==> src/rtl/lvt_pkg.sv <==
package lvt_pkg;
  localparam int PLATE_W   = 5;
  localparam int ROAD_DEPTH = 30;
  localparam int LOG_DEPTH  = 30;

  typedef enum logic [1:0] {
    CMD_LEAVE_A = 2'b00,
    CMD_LEAVE_B = 2'b01,
    CMD_ENTER_A = 2'b10,
    CMD_ENTER_B = 2'b11
  } road_cmd_e;
endpackage

==> src/rtl/plate_fifo.sv <==
module plate_fifo #(
  parameter int W     = 5,
  parameter int DEPTH = 30
) (
  input  logic                       clk,
  input  logic                       rst_n,
  input  logic                       push,
  input  logic                       pop,
  input  logic [W-1:0]               din,
  output logic [W-1:0]               head,
  output logic [$clog2(DEPTH+1)-1:0] count,
  output logic                       empty
);
  localparam int PW = $clog2(DEPTH);
  localparam int CW = $clog2(DEPTH+1);

  logic [W-1:0]  mem [DEPTH];
  logic [PW-1:0] rd_q, rd_d, wr_q, wr_d;
  logic [CW-1:0] cnt_q, cnt_d;
  logic          full, do_push, do_pop;

  function automatic logic [PW-1:0] bump(input logic [PW-1:0] p);
    return (p == PW'(DEPTH-1)) ? '0 : p + 1'b1;
  endfunction

  assign full    = (cnt_q == CW'(DEPTH));
  assign empty   = (cnt_q == '0);
  assign do_push = push && !full;
  assign do_pop  = pop && !empty;

  always_comb begin
    rd_d  = rd_q;
    wr_d  = wr_q;
    cnt_d = cnt_q;
    if (do_push) wr_d = bump(wr_q);
    if (do_pop)  rd_d = bump(rd_q);
    case ({do_push, do_pop})
      2'b10:   cnt_d = cnt_q + 1'b1;
      2'b01:   cnt_d = cnt_q - 1'b1;
      default: cnt_d = cnt_q;
    endcase
  end

  always_ff @(posedge clk or negedge rst_n) begin
    if (!rst_n) begin
      rd_q  <= '0;
      wr_q  <= '0;
      cnt_q <= '0;
    end else begin
      rd_q  <= rd_d;
      wr_q  <= wr_d;
      cnt_q <= cnt_d;
    end
  end

  always_ff @(posedge clk) begin
    if (do_push) mem[wr_q] <= din;
  end

  assign head  = mem[rd_q];
  assign count = cnt_q;

  // occupancy never passes the depth
  p_count_bound_r12: assert property (@(posedge clk) disable iff (!rst_n)
    count <= CW'(DEPTH));
  // an accepted append grows the count by one
  p_push_grow_r2: assert property (@(posedge clk) disable iff (!rst_n)
    (push && !pop && count != CW'(DEPTH)) |=> count == $past(count) + 1'b1);
  // an accepted departure shrinks the count by one
  p_pop_shrink_r3: assert property (@(posedge clk) disable iff (!rst_n)
    (pop && !push && count != '0) |=> count == $past(count) - 1'b1);
  // append to a full road is dropped
  p_full_drop_r12: assert property (@(posedge clk) disable iff (!rst_n)
    (push && !pop && count == CW'(DEPTH)) |=> $stable(count));
endmodule

==> src/rtl/violation_log.sv <==
module violation_log #(
  parameter int W     = 5,
  parameter int DEPTH = 30
) (
  input  logic         clk,
  input  logic         rst_n,
  input  logic         clear,
  input  logic         append,
  input  logic [W-1:0] din,
  input  logic         show_en,
  output logic [W-1:0] shown
);
  localparam int PW = $clog2(DEPTH);
  localparam int CW = $clog2(DEPTH+1);

  logic [W-1:0]  mem [DEPTH];
  logic [CW-1:0] fill_q, fill_d;
  logic [PW-1:0] cur_q, cur_d, idx;
  logic [W-1:0]  shown_q, shown_d;
  logic          was_show_q;
  logic          do_append;

  assign do_append = append && !clear && (fill_q != CW'(DEPTH));
  assign idx       = (show_en && !was_show_q) ? '0 : cur_q;

  always_comb begin
    fill_d  = fill_q;
    cur_d   = cur_q;
    shown_d = shown_q;
    if (clear) begin
      fill_d  = '0;
      cur_d   = '0;
      shown_d = '0;
    end else begin
      if (do_append) fill_d = fill_q + 1'b1;
      if (show_en) begin
        shown_d = (fill_q == '0) ? '0 : mem[idx];
        cur_d   = ((CW'(idx) + 1'b1) >= fill_q) ? '0 : idx + 1'b1;
      end
    end
  end

  always_ff @(posedge clk or negedge rst_n) begin
    if (!rst_n) begin
      fill_q     <= '0;
      cur_q      <= '0;
      shown_q    <= '0;
      was_show_q <= 1'b0;
    end else begin
      fill_q     <= fill_d;
      cur_q      <= cur_d;
      shown_q    <= shown_d;
      was_show_q <= show_en;
    end
  end

  always_ff @(posedge clk) begin
    if (do_append) mem[PW'(fill_q)] <= din;
  end

  assign shown = shown_q;

  // log occupancy bounded
  p_log_bound_r12: assert property (@(posedge clk) disable iff (!rst_n)
    fill_q <= CW'(DEPTH));
  // midnight empties the log and zeroes the output
  p_clear_r10: assert property (@(posedge clk) disable iff (!rst_n)
    clear |=> (fill_q == '0 && shown == '0));
  // output frozen outside review mode
  p_hold_r9: assert property (@(posedge clk) disable iff (!rst_n)
    (!show_en && !clear) |=> shown == $past(shown));
  // empty log reviews as zero
  p_empty_zero_r8: assert property (@(posedge clk) disable iff (!rst_n)
    (show_en && fill_q == '0) |=> shown == '0);
endmodule

==> src/rtl/lane_violation_tracker.sv <==
module lane_violation_tracker #(
  parameter int W          = lvt_pkg::PLATE_W,
  parameter int ROAD_DEPTH = lvt_pkg::ROAD_DEPTH,
  parameter int LOG_DEPTH  = lvt_pkg::LOG_DEPTH
) (
  input  logic                            clk,
  input  logic                            rst_n,
  input  logic [2:0]                      mode,
  input  logic [W-1:0]                    plate_in,
  input  logic                            action,
  input  logic                            green_a,
  input  logic                            green_b,
  input  logic                            midnight,
  output logic [$clog2(ROAD_DEPTH+1)-1:0] cars_a,
  output logic [$clog2(ROAD_DEPTH+1)-1:0] cars_b,
  output logic [W-1:0]                    shown
);
  import lvt_pkg::*;
  localparam int CW = $clog2(ROAD_DEPTH+1);

  logic [1:0]    rst_sync_q;
  logic          core_rst_n;
  logic          act_q;
  logic          fire;
  road_cmd_e     cmd;
  logic [W-1:0]  head  [2];
  logic [CW-1:0] cnt   [2];
  logic [1:0]    empty;
  logic [1:0]    green;
  logic          sel;
  logic          violation;

  always_ff @(posedge clk or negedge rst_n) begin
    if (!rst_n) rst_sync_q <= 2'b00;
    else        rst_sync_q <= {rst_sync_q[0], 1'b1};
  end
  assign core_rst_n = rst_sync_q[1];

  always_ff @(posedge clk or negedge core_rst_n) begin
    if (!core_rst_n) act_q <= 1'b0;
    else             act_q <= action;
  end

  assign fire  = action && !act_q && !mode[2];
  assign cmd   = road_cmd_e'(mode[1:0]);
  assign green = {green_b, green_a};
  assign sel   = mode[0];

  for (genvar r = 0; r < 2; r++) begin : g_road
    plate_fifo #(.W(W), .DEPTH(ROAD_DEPTH)) u_fifo (
      .clk   (clk),
      .rst_n (core_rst_n),
      .push  (fire && mode[1] && (sel == 1'(r))),
      .pop   (fire && !mode[1] && (sel == 1'(r))),
      .din   (plate_in),
      .head  (head[r]),
      .count (cnt[r]),
      .empty (empty[r])
    );
  end

  assign violation = fire && (cmd == CMD_LEAVE_A || cmd == CMD_LEAVE_B)
                     && !green[sel] && !empty[sel];

  violation_log #(.W(W), .DEPTH(LOG_DEPTH)) u_log (
    .clk     (clk),
    .rst_n   (core_rst_n),
    .clear   (midnight),
    .append  (violation),
    .din     (head[sel]),
    .show_en (mode[2]),
    .shown   (shown)
  );

  assign cars_a = cnt[0];
  assign cars_b = cnt[1];

  // a held strobe triggers nothing further
  p_held_action_r4: assert property (@(posedge clk) disable iff (!core_rst_n)
    (action && act_q) |=> ($stable(cars_a) && $stable(cars_b)));
  // review mode leaves both queues untouched
  p_review_freeze_r11: assert property (@(posedge clk) disable iff (!core_rst_n)
    mode[2] |=> ($stable(cars_a) && $stable(cars_b)));
endmodule

==> config.mk <==
export PLATFORM = sky130hd
export DESIGN_NAME = lane_violation_tracker
export DESIGN_NICKNAME = d
export VERILOG_FILES = /design/src/rtl/lvt_pkg.sv /design/src/rtl/plate_fifo.sv /design/src/rtl/violation_log.sv /design/src/rtl/lane_violation_tracker.sv
export SDC_FILE = /design/constraint.sdc
export NUM_CORES = 1
export LEC_CHECK = 0
export BUFFER_PORTS_ARGS = -buffer_cell sky130_fd_sc_hd__buf_2
export CORE_ASPECT_RATIO = 2
export CORE_MARGIN = 2
export CORE_UTILIZATION = 40
export CTS_BUF_LIST = sky130_fd_sc_hd__clkbuf_2
export CTS_CLUSTER_SIZE = 28
export DETAILED_ROUTE_END_ITERATION = 10
export HOLD_SLACK_MARGIN = 0.06
export SKIP_CTS_REPAIR_TIMING = 1
export SYNTH_ARGS = -nofsm -noshare
export SYNTH_HDL_FRONTEND = slang
export SYNTH_SLANG_ARGS = --single-unit
export TNS_END_PERCENT = 30
==> constraint.sdc <==
create_clock -name clk -period 1.8 [get_ports clk]
set_clock_uncertainty 0.15 [all_clocks]
set_input_delay 0.36 -clock clk [delete_from_list [all_inputs] [get_ports clk]]
set_output_delay 0.36 -clock clk [all_outputs]
set_load 0.02 [all_outputs]
==> summary.txt <==
Placed instance count: 2,219
P&R area growth vs syn: 23.7%
Total DRC errors in the routed layout: 0
Setup repair after global routing missed its margin: true
Core utilization of the finished layout: 50.0%
Reg power frac: 46.0%
Post-synthesis async set-or-reset flop share: 9.82%
Largest voltage drop on the vdd net: 0.000626 V
Crit share post-route: 147%
Row cnt: 118
Kind of path behind the tightest hold check: primary input to flop
Via/cell ratio: 5.32
Destination of the worst hold path: g_road[1].u_fifo.rd_q[0]$_DFFE_PN0P_
Number of unique standard cell types used by synthesis: 60
Total detailed-routing wirelength: 54,400 um
Number of optimization iterations in the first detailed-route pass: 5
H-tree levels: 3
Starting density of the core: 40.4%
Nets: 1,753
Clock slew seen by the registers of the worst setup and hold paths: 120 ps
Clock share of power: 23.6%
Sum of internal, switching and leakage power: 30.1 mW
Total power per unit cell area: 1160 mW/mm^2
Total negative slack: -308,760 ps
Origin of the critical flop-to-flop path: g_road[0].u_fifo.rd_q[0]$_DFFE_PN0P_
DIE WIDTH: 166 um
R2r endpoint: u_log.mem[6][3]$_DFFE_PP_
Final HPWL DP: 36,500 um
Total global routing overflow: 0
Synthesized netlist cell count: 1,325
Final Wtd Congestion: 0.904
Die Footprint: 0.0542 mm^2
Commonest non-fill, non-tap cell in the layout: sky130_fd_sc_hd__edfxtp_1
Length in cells of the worst reg-to-reg path: 8
Final hold vios: 19
TritonCTS Buffers: 107
Run status: finished, violations left
Endpoints failing setup: 656
Dominant synthesized flop cell: sky130_fd_sc_hd__edfxtp_1
Starting DRC count in detailed routing: 851
Post-layout min period: 2650 ps
Max transition margin: 23.0%
Port-buffer cells: 28
Pleak: 9.28 nW
Switching pwr: 9.48 mW
Number of top-level design ports: 29
Cell area after placement: 0.0242 mm^2
Achievable frequency: 378 MHz
Total global-route track usage: 19.0%
Non-filler instance count after layout: 2,453
Maximum count of clock buffers along a single path: 3
Die outline height: 327 um
Category of the worst setup path launch point: flop
Failing checks: negative hold slack, negative setup slack
Internal power: 20.6 mW
Dpl ws: -1040 ps
Pin count of the biggest net entering global routing: 61
Post-synthesis register bit count: 499
TritonCTS sink count: 499
Post-route antenna net violation count: 0
Post-Synthesis Cell Area: 0.0209 mm^2
Switching power share of the total: 31.5%
Number of global-route vias before repair: 13,896
Summed area of non-filler cells in the final layout: 0.0259 mm^2
Syn. warnings: 0
Arrival time at the worst endpoint: 3300 ps
Worst slew pin tran: 1160 ps
Number of nets produced by synthesis: 1,370
Start point of the worst hold path: mode[1]
Combinational power share: 30.4%
Master cell of the clock root buffer: sky130_fd_sc_hd__clkbuf_2
Max Cap Viol: 0
Count of flip-flops with a built-in enable after synthesis: 450
Cell depth of the worst hold path: 6
Least setup slack across all paths after layout: -845 ps
Wire length of the first global-routing pass: 78,300 um
Mean instance size in the synthesized netlist: 15.8 um^2
Critical path required time: 2450 ps
Core region area: 0.0517 mm^2
Final Max Slew Viols: 0
CTS tree: built
Worst reg-to-reg setup slack: -850 ps
Post-DR wirelength/cell: 22.2 um
Most frequent cells in the layout: 450 x sky130_fd_sc_hd__edfxtp_1, 253 x sky130_fd_sc_hd__buf_4, 153 x sky130_fd_sc_hd__clkbuf_2
Sequential share of the synthesized area: 70.5%
DR vias: 13,048
Sort of element at the end of the critical path: flop
Startpoint-to-endpoint class of the critical path: flop to flop
Share of post-route cells with drive strength above 1: 37.2%
Largest fanout on the critical path: 8
Antenna violations before repair: 1
Latest clock arrival within the worst-skew pair: 1100 ps
Worst hold margin: -172 ps
[sequential cells by signal, indices dropped and copies added (netlist names)]
| name | count |
|---|---|
| g_road.u_fifo.mem | 300 |
| u_log.mem | 150 |
| g_road.u_fifo.count | 10 |
| g_road.u_fifo.rd_q | 10 |
| g_road.u_fifo.wr_q | 10 |
| u_log.cur_q | 5 |
| u_log.fill_q | 5 |
| u_log.shown | 5 |
| rst_sync_q | 2 |
| act_q | 1 |
| u_log.was_show_q | 1 |
[Yosys cell counts, drive strengths merged, types with 22 or more instances]
cell type / number / area share [%]
clkbuf: 45 / 0.81
inv: 38 / 0.68
nor2: 141 / 2.5
mux4: 81 / 8.7
ha: 29 / 1.7
nand3: 28 / 0.67
a21oi: 71 / 1.7
dfrtp: 49 / 5.9
o21ai: 45 / 1.1
a31oi: 22 / 0.66
edfxtp: 450 / 65
nand2: 76 / 1.4
buf: 29 / 0.71
mux2i: 45 / 2.2
[worst max-delay path: stages (launching register included)]
cell and delay [ps]:
sky130_fd_sc_hd__dfrtp_2 480, sky130_fd_sc_hd__buf_12 160, sky130_fd_sc_hd__buf_12 120, sky130_fd_sc_hd__mux4_2 500, sky130_fd_sc_hd__a22oi_1 210, sky130_fd_sc_hd__nand3_2 190, sky130_fd_sc_hd__nand3_2 170, sky130_fd_sc_hd__nand2_4 140
sky130_fd_sc_hd__clkbuf_16 220
[kinds of logic (layout without fill, tap and decap cells)]
group | after synthesis | in the layout | synth area share (%)
AO/OA/AOI/OAI | 218 | 223 | 6.41
XOR/XNOR | 16 | 16 | 0.670
adder cells (fa/ha/maj) | 31 | 31 | 1.93
buffers and inverters | 113 | 575 | 2.21
flip-flops | 499 | 499 | 70.5
multiplexers | 137 | 137 | 11.5
other | 1 | 2 | 0.0179
AND/OR/NAND/NOR | 310 | 310 | 6.77
[how the worst max path moves through the flow]
stage                                                from                                     to  slack (ps)  cells after the start
global route         g_road[0].u_fifo.rd_q[0]$_DFFE_PN0P_              u_log.mem[1][4]$_DFFE_PP_        -900                      6
floorplan           g_road[0].u_fifo.count[0]$_DFFE_PN0P_  g_road[0].u_fifo.count[4]$_DFFE_PN0P_        -910                     10
finish               g_road[0].u_fifo.rd_q[0]$_DFFE_PN0P_              u_log.mem[6][3]$_DFFE_PP_        -850                      8
CTS                  g_road[0].u_fifo.rd_q[0]$_DFFE_PN0P_             u_log.mem[22][4]$_DFFE_PP_       -1000                      6
global placement                                  mode[2]  g_road[0].u_fifo.count[4]$_DFFE_PN0P_        -980                     11
detailed placement                                mode[2]  g_road[0].u_fifo.count[4]$_DFFE_PN0P_       -1040                     11
[area by class of cell]
type                       instances  area (um^2)
fill                            4473        25800
sequential                       499        14800
multi-input combinational        718         6140
timing repair buffer             343         2980
tap                              660          826
clock buffer                     153          766
clock inverter                    40          248
inverter                          39          146
antenna                            1         2.50
[power groups by stage]
stage / logic, mW / registers (mW) / clock network (mW)
2_1_floorplan: 4.37 / 14.1 / 0
4_1_cts: 7.90 / 13.8 / 7.36
6_report: 9.14 / 13.8 / 7.10
5_1_grt: 9.65 / 13.9 / 7.86
3_3_place_gp: 7.76 / 14.1 / 0
3_5_place_dp: 7.88 / 14.1 / 0
[per-layer routing]
metal	routed length (um)	vias up	global-route usage [%]
met2	31100	363	38.2
met1	18100	6553	17.9
li1	-	5972	-
met3	1920	160	2.84
met4	3290	0	10.9
met5	0	-	0
(Power assumes the default switching activity.)
